File: config.mk
export PLATFORM = sky130hd
export DESIGN_NAME = spi_boot_master
export DESIGN_NICKNAME = d
export VERILOG_FILES = /design/src/rtl/spi_boot_pkg.sv /design/src/rtl/spi_half_tick.sv /design/src/rtl/spi_byte_shift.sv /design/src/rtl/spi_boot_ctrl.sv /design/src/rtl/spi_boot_master.sv
export SDC_FILE = /design/constraint.sdc
export NUM_CORES = 1
export LEC_CHECK = 0
export BUFFER_PORTS_ARGS = -buffer_cell sky130_fd_sc_hd__buf_2
export CORE_MARGIN = 2
export CORE_UTILIZATION = 37
export DETAILED_ROUTE_END_ITERATION = 16
export PLACE_DENSITY_LB_ADDON = 0.2
export SETUP_SLACK_MARGIN = 0.1
export SLEW_MARGIN = 40
export SYNTH_ARGS = -nofsm -noshare
export SYNTH_HDL_FRONTEND = slang
export SYNTH_HIERARCHICAL = 1
export SYNTH_SLANG_ARGS = --single-unit
File: constraint.sdc
create_clock -name clk -period 6.9 [get_ports clk]
set_input_delay 1.38 -clock clk [delete_from_list [all_inputs] [get_ports clk]]
set_output_delay 1.38 -clock clk [all_outputs]
set_load 0.02 [all_outputs]
File: src/rtl/spi_boot_pkg.sv
package spi_boot_pkg;

    // Controller phases
    typedef enum logic [2:0] {
        ST_PRE   = 3'd0,   // boot dummy clocks, chip select high
        ST_IDLE  = 3'd1,   // waiting for a request
        ST_SETUP = 3'd2,   // chip select low, lead half period
        ST_XFER  = 3'd3,   // shifting edges
        ST_HOLD  = 3'd4    // trailing half period before release
    } ctl_state_e;

endpackage

File: src/rtl/spi_half_tick.sv
module spi_half_tick #(
    parameter int DIV_W = 8
) (
    input  logic             clk,
    input  logic             rst_n,
    input  logic             en_i,
    input  logic [DIV_W-1:0] div_i,
    output logic             tick_o
);

    typedef struct packed {
        logic [DIV_W-1:0] cnt;
    } tick_st_t;

    tick_st_t         t_d, t_q;
    logic [DIV_W-1:0] lim;
    logic             at_lim;

    always_comb begin
        lim    = (div_i == '0) ? DIV_W'(1) : div_i;
        at_lim = (t_q.cnt >= lim);
        tick_o = en_i && at_lim;
        t_d    = t_q;
        if (!en_i || at_lim) begin
            t_d.cnt = '0;
        end else begin
            t_d.cnt = t_q.cnt + DIV_W'(1);
        end
    end

    always_ff @(posedge clk or negedge rst_n) begin
        if (!rst_n) begin
            t_q <= '0;
        end else begin
            t_q <= t_d;
        end
    end

endmodule

File: src/rtl/spi_byte_shift.sv
module spi_byte_shift #(
    parameter int BYTE_W = 8
) (
    input  logic              clk,
    input  logic              rst_n,
    input  logic              miso_i,
    input  logic              load_i,
    input  logic [BYTE_W-1:0] tx_i,
    input  logic              rise_i,
    input  logic              fall_i,
    output logic              mosi_o,
    output logic [BYTE_W-1:0] rx_o
);

    typedef struct packed {
        logic              miso;   // input register
        logic [BYTE_W-1:0] tx_sr;
        logic [BYTE_W-1:0] rx_sr;
    } sh_st_t;

    sh_st_t s_d, s_q;

    always_comb begin
        s_d      = s_q;
        s_d.miso = miso_i;
        if (load_i) begin
            s_d.tx_sr = tx_i;
        end else if (fall_i) begin
            s_d.tx_sr = {s_q.tx_sr[BYTE_W-2:0], 1'b0};
        end
        if (rise_i) begin
            s_d.rx_sr = {s_q.rx_sr[BYTE_W-2:0], s_q.miso};
        end
    end

    always_ff @(posedge clk or negedge rst_n) begin
        if (!rst_n) begin
            s_q <= '0;
        end else begin
            s_q <= s_d;
        end
    end

    assign mosi_o = s_q.tx_sr[BYTE_W-1];
    assign rx_o   = s_q.rx_sr;

endmodule

File: src/rtl/spi_boot_ctrl.sv
module spi_boot_ctrl
    import spi_boot_pkg::*;
#(
    parameter int PRE_PULSES = 8,
    parameter int BYTE_W     = 8
) (
    input  logic clk,
    input  logic rst_n,
    input  logic tick_i,
    input  logic req_i,
    input  logic keep_i,
    output logic tick_en_o,
    output logic load_o,
    output logic rise_o,
    output logic fall_o,
    output logic sck_o,
    output logic cs_n_o,
    output logic busy_o,
    output logic ack_o
);

    localparam int PRE_EDGES  = 2 * PRE_PULSES;
    localparam int XFER_EDGES = 2 * BYTE_W;
    localparam int MAX_EDGES  = (PRE_EDGES > XFER_EDGES) ? PRE_EDGES : XFER_EDGES;
    localparam int EDGE_W     = $clog2(MAX_EDGES);

    typedef struct packed {
        ctl_state_e        state;
        logic [EDGE_W-1:0] edg;
        logic              sck;
        logic              cs_n;
        logic              keep;
        logic              ack;
    } ctl_st_t;

    ctl_st_t c_d, c_q;

    always_comb begin
        c_d     = c_q;
        c_d.ack = 1'b0;
        load_o  = 1'b0;
        rise_o  = 1'b0;
        fall_o  = 1'b0;
        unique case (c_q.state)
            ST_PRE: begin
                if (tick_i) begin
                    c_d.sck = ~c_q.sck;
                    if (c_q.edg == EDGE_W'(PRE_EDGES - 1)) begin
                        c_d.state = ST_IDLE;
                        c_d.edg   = '0;
                    end else begin
                        c_d.edg = c_q.edg + EDGE_W'(1);
                    end
                end
            end
            ST_IDLE: begin
                if (req_i) begin
                    c_d.state = ST_SETUP;
                    c_d.cs_n  = 1'b0;
                    c_d.keep  = keep_i;
                    c_d.edg   = '0;
                    load_o    = 1'b1;
                end
            end
            ST_SETUP: begin
                if (tick_i) begin
                    c_d.sck   = 1'b1;
                    c_d.edg   = EDGE_W'(1);
                    c_d.state = ST_XFER;
                    rise_o    = 1'b1;
                end
            end
            ST_XFER: begin
                if (tick_i) begin
                    c_d.sck = ~c_q.sck;
                    rise_o  = ~c_q.sck;
                    fall_o  = c_q.sck;
                    if (c_q.edg == EDGE_W'(XFER_EDGES - 1)) begin
                        c_d.state = ST_HOLD;
                        c_d.edg   = '0;
                    end else begin
                        c_d.edg = c_q.edg + EDGE_W'(1);
                    end
                end
            end
            ST_HOLD: begin
                if (tick_i) begin
                    c_d.state = ST_IDLE;
                    c_d.ack   = 1'b1;
                    c_d.cs_n  = ~c_q.keep;
                end
            end
            default: begin
                c_d.state = ST_IDLE;
                c_d.sck   = 1'b0;
                c_d.cs_n  = 1'b1;
            end
        endcase
    end

    always_ff @(posedge clk or negedge rst_n) begin
        if (!rst_n) begin
            c_q       <= '0;
            c_q.state <= ST_PRE;
            c_q.cs_n  <= 1'b1;
        end else begin
            c_q <= c_d;
        end
    end

    assign tick_en_o = (c_q.state != ST_IDLE);
    assign busy_o    = (c_q.state != ST_IDLE);
    assign sck_o     = c_q.sck;
    assign cs_n_o    = c_q.cs_n;
    assign ack_o     = c_q.ack;

endmodule

File: src/rtl/spi_boot_master.sv
module spi_boot_master #(
    parameter int DIV_W      = 8,
    parameter int BYTE_W     = 8,
    parameter int PRE_PULSES = 8
) (
    input  logic              clk,
    input  logic              rst_n,
    input  logic [DIV_W-1:0]  div_i,
    input  logic              req_i,
    input  logic              keep_i,
    input  logic [BYTE_W-1:0] tx_i,
    output logic              ack_o,
    output logic [BYTE_W-1:0] rx_o,
    output logic              busy_o,
    output logic              sck_o,
    output logic              cs_n_o,
    output logic              mosi_o,
    input  logic              miso_i
);

    // The downstream clock switch needs at least three edges
    if (PRE_PULSES < 3) begin : g_pre_too_short
        $error("PRE_PULSES must be at least 3");
    end

    logic tick, tick_en, load, rise, fall;

    spi_half_tick #(.DIV_W(DIV_W)) u_tick (
        .clk    (clk),
        .rst_n  (rst_n),
        .en_i   (tick_en),
        .div_i  (div_i),
        .tick_o (tick)
    );

    spi_boot_ctrl #(.PRE_PULSES(PRE_PULSES), .BYTE_W(BYTE_W)) u_ctrl (
        .clk       (clk),
        .rst_n     (rst_n),
        .tick_i    (tick),
        .req_i     (req_i),
        .keep_i    (keep_i),
        .tick_en_o (tick_en),
        .load_o    (load),
        .rise_o    (rise),
        .fall_o    (fall),
        .sck_o     (sck_o),
        .cs_n_o    (cs_n_o),
        .busy_o    (busy_o),
        .ack_o     (ack_o)
    );

    spi_byte_shift #(.BYTE_W(BYTE_W)) u_shift (
        .clk    (clk),
        .rst_n  (rst_n),
        .miso_i (miso_i),
        .load_i (load),
        .tx_i   (tx_i),
        .rise_i (rise),
        .fall_i (fall),
        .mosi_o (mosi_o),
        .rx_o   (rx_o)
    );

endmodule

==> results.cfg <==
[timing]
relSlewSlack_pct = 55.90
finalSetupTns_ns = 0
fmax_mhz = 266.8
layout_worst_path_cycle_share_pct = 54.32
finClkSkew_ns = 0.007421
tightestPinTransition_ns = 0.6616
rsz0062_at_grt = no
maxSlewViolCount = 0
hold_violations = 0
min_period_ns = 3.748
setup_viol_count_final = 0
hold_ws_ns = 0.4658

[critical_path]
required_ns = 7.07
crit_fanout = 8
critPathKind = input pin to flop
end_kind = flop
crit_start = div_i[2]
cp-start-kind = input pin
arrival_ns = 3.92
rr_startpoint = u_tick/t_q[0]

[synthesis]
ys_async_sr_fraction_pct = 100.0
ys_seq_area_share_pct = 44.98
synth_seq_cells = 36
synth.most_common_cell = dfrtp_1
synth_nets = 221
ys_warn_count = 6
syn_area_per_cell_um2 = 10.56
synth_cells = 190
synth_cell_types = 46
synth_top_cells_by_area = dfrtp_1 (44%), ha_1 (6.2%), mux2_4 (6.0%)
synth_common_cells = dfrtp_1 (35), nand2_1 (16), inv_1 (12), nor2_1 (12), ha_1 (10)
synth_top_area_share_pct = 43.67
dominantRegCellSynth = dfrtp_1
yosys.area.top_type = dfrtp_1
syn-cell-area_um2 = 2006
synth_edf_count = 0

[pwr]
power_switching_mw = 0.2611
p_int_mw = 0.4966
ir_drop_v = 0.0001799
power_density_nw_per_um2 = 335.5
combinationalPowerShare_pct = 31.6
total_power_mw = 0.7576
p_leak_nw = 1.089
seqPwrFrac_pct = 44.5
pwr-share-clk_pct = 23.9
p_sw_share_pct = 34.46

[clocking]
cts_buffers = 5
htree_levels = 2
clkSlewWorstSetupHoldPaths_ns = 0.07
clockBufferDepth = 2
cts_hold_buf = 0
post-cts-setup-buffers = 0
cts_resized = 0
clock-sinks = 36
clockRootBuffer = clkbuf_8
clk_latency_ns = 0.29
cts_tree = yes

[place]
dpl.hpwl_um = 2601
place_congestion = 0.7730
portBuffers = 33

[die]
core-area_um2 = 5172
start_util_pct = 38.78
rows = 26
pin_count = 34
die-area_um2 = 6026
die_w_um = 77.63
die_height_um = 77.63

[finish]
layout.nets = 246
area_growth_pct = 12.60
drive_gt1_share_pct = 25.46
antenna_cells = 0

[detailed_routing]
drc = 0
drt_wl_total_um = 3569
first_pass_iters = 4
initialDrtViolationCount = 64
drtAntennaViolNets = 0
vias_per_cell = 4.895
wire_per_inst_um = 12.48
vias = 1400

[grt]
overflow = 0
grt_pass1_wl_um = 6258
track_usage_pct = 13.18
grt_max_degree = 37
antenna_found_initial = 0
grt_pass1_vias = 1344

[worst_hold_path]
worstHoldPathType = flop to flop
hp-start = u_ctrl/cs_n_o

[outcome]
status = finished, final reports clean

[flow_run]
drv_cap = 0
==> power by group through the flow <==
stage	Sequential [mW]	Clock, mW	Combinational [mW]
detailed placement	0.341	0	0.244
floorplan	0.327	0	0.207
global placement	0.342	0	0.239
CTS	0.338	0.186	0.244
global route	0.349	0.199	0.274
finish	0.337	0.181	0.240
==> per-stage QoR <==
stage               instances  setup WS (ns)  instance area [um2]  utilization (%)
floorplan                 190          3.332                 2006                -
global placement          278          2.543                 2145            41.46
detailed placement        278          2.825                 2148            41.53
CTS                       286          3.133                 2256            43.61
global route              286          2.831                 2258            43.66
finish                    286          3.152                 2258            43.66
==> metal layers <==
layer / GRT usage [%] / vias to the layer above / routed length (um)
li1: - / 714 / -
met4: 2.679 / 0 / 25
met1: 18.16 / 659 / 1856
met3: 5.814 / 3 / 175
met5: 0 / - / 0
met2: 19.22 / 24 / 1513
==> cells by family after synthesis <==
logic type	share of synthesized area, %
XOR/XNOR	2.620
AND/OR/NAND/NOR	14.29
buffers and inverters	7.922
flip-flops	44.98
AO/OA/AOI/OAI	13.41
multiplexers	10.54
adder cells (fa/ha/maj)	6.238
==> sequential cells by signal, summed over array words and instances (netlist names) <==
signal and cells:
u_ctrl/ack_o 1, u_shift/rx_o 8, u_shift/s_q 8, u_shift/mosi_o 1, u_ctrl/sck_o 1, u_ctrl/c_q 8
u_ctrl/cs_n_o 1, u_tick/t_q 8
==> final cells by class <==
cell class / instances / area (um2)
clock inverter: 2 / 35.03
multi-input combinational: 127 / 948.4
timing repair buffer: 33 / 167.7
tap: 70 / 87.58
inverter: 12 / 45.04
sequential: 36 / 902.1
clock buffer: 6 / 72.57
fill: 501 / 2914
==> critical path, cell delays in order <==
cell and delay (ns):
buf_2 0.10, nor4_1 0.26, a41o_1 0.21, ha_1 0.11, nand2b_1 0.10, a31oi_2 0.12, nor3_1 0.15, o21a_1 0.27
nor2b_1 0.25, nand2_1 0.09, a21oi_2 0.52, mux2_4 0.35
==> worst paths after layout <==
check                                        to  slack [ns]  cells after the start
worst min-delay path              u_ctrl/cs_n_o        0.47                      2
max in group asynchronous         u_ctrl/cs_n_o        5.52                      1
min in group asynchronous         u_tick/t_q[4]        1.03                      1
worst max-delay path            u_shift/rx_o[0]        3.15                     12
worst max register to register  u_shift/rx_o[0]        4.14                     10
worst min register to register    u_ctrl/cs_n_o        0.47                      2
==> layout by cell type, fill, tap and decap left out, types with 2 or more instances in the layout <==
| cell type | count |
|---|---|
| dfrtp_1 | 35 |
| a211o_1 | 2 |
| a21oi_2 | 2 |
| o21a_1 | 2 |
| inv_1 | 12 |
| o21ai_0 | 3 |
| ha_1 | 10 |
| xor2_1 | 5 |
| mux2_4 | 8 |
| a21oi_1 | 5 |
| o21ai_1 | 8 |
| nor2b_1 | 2 |
| nand2_1 | 16 |
| buf_2 | 32 |
| nor2_1 | 12 |
| mux2i_1 | 8 |
| nor4_1 | 2 |
| and3_1 | 3 |
| o22ai_1 | 2 |
| o221ai_1 | 2 |
| nand2b_1 | 6 |
| clkbuf_8 | 5 |
| nor3_1 | 3 |
| nand3_1 | 7 |
(Power assumes the default switching activity.)
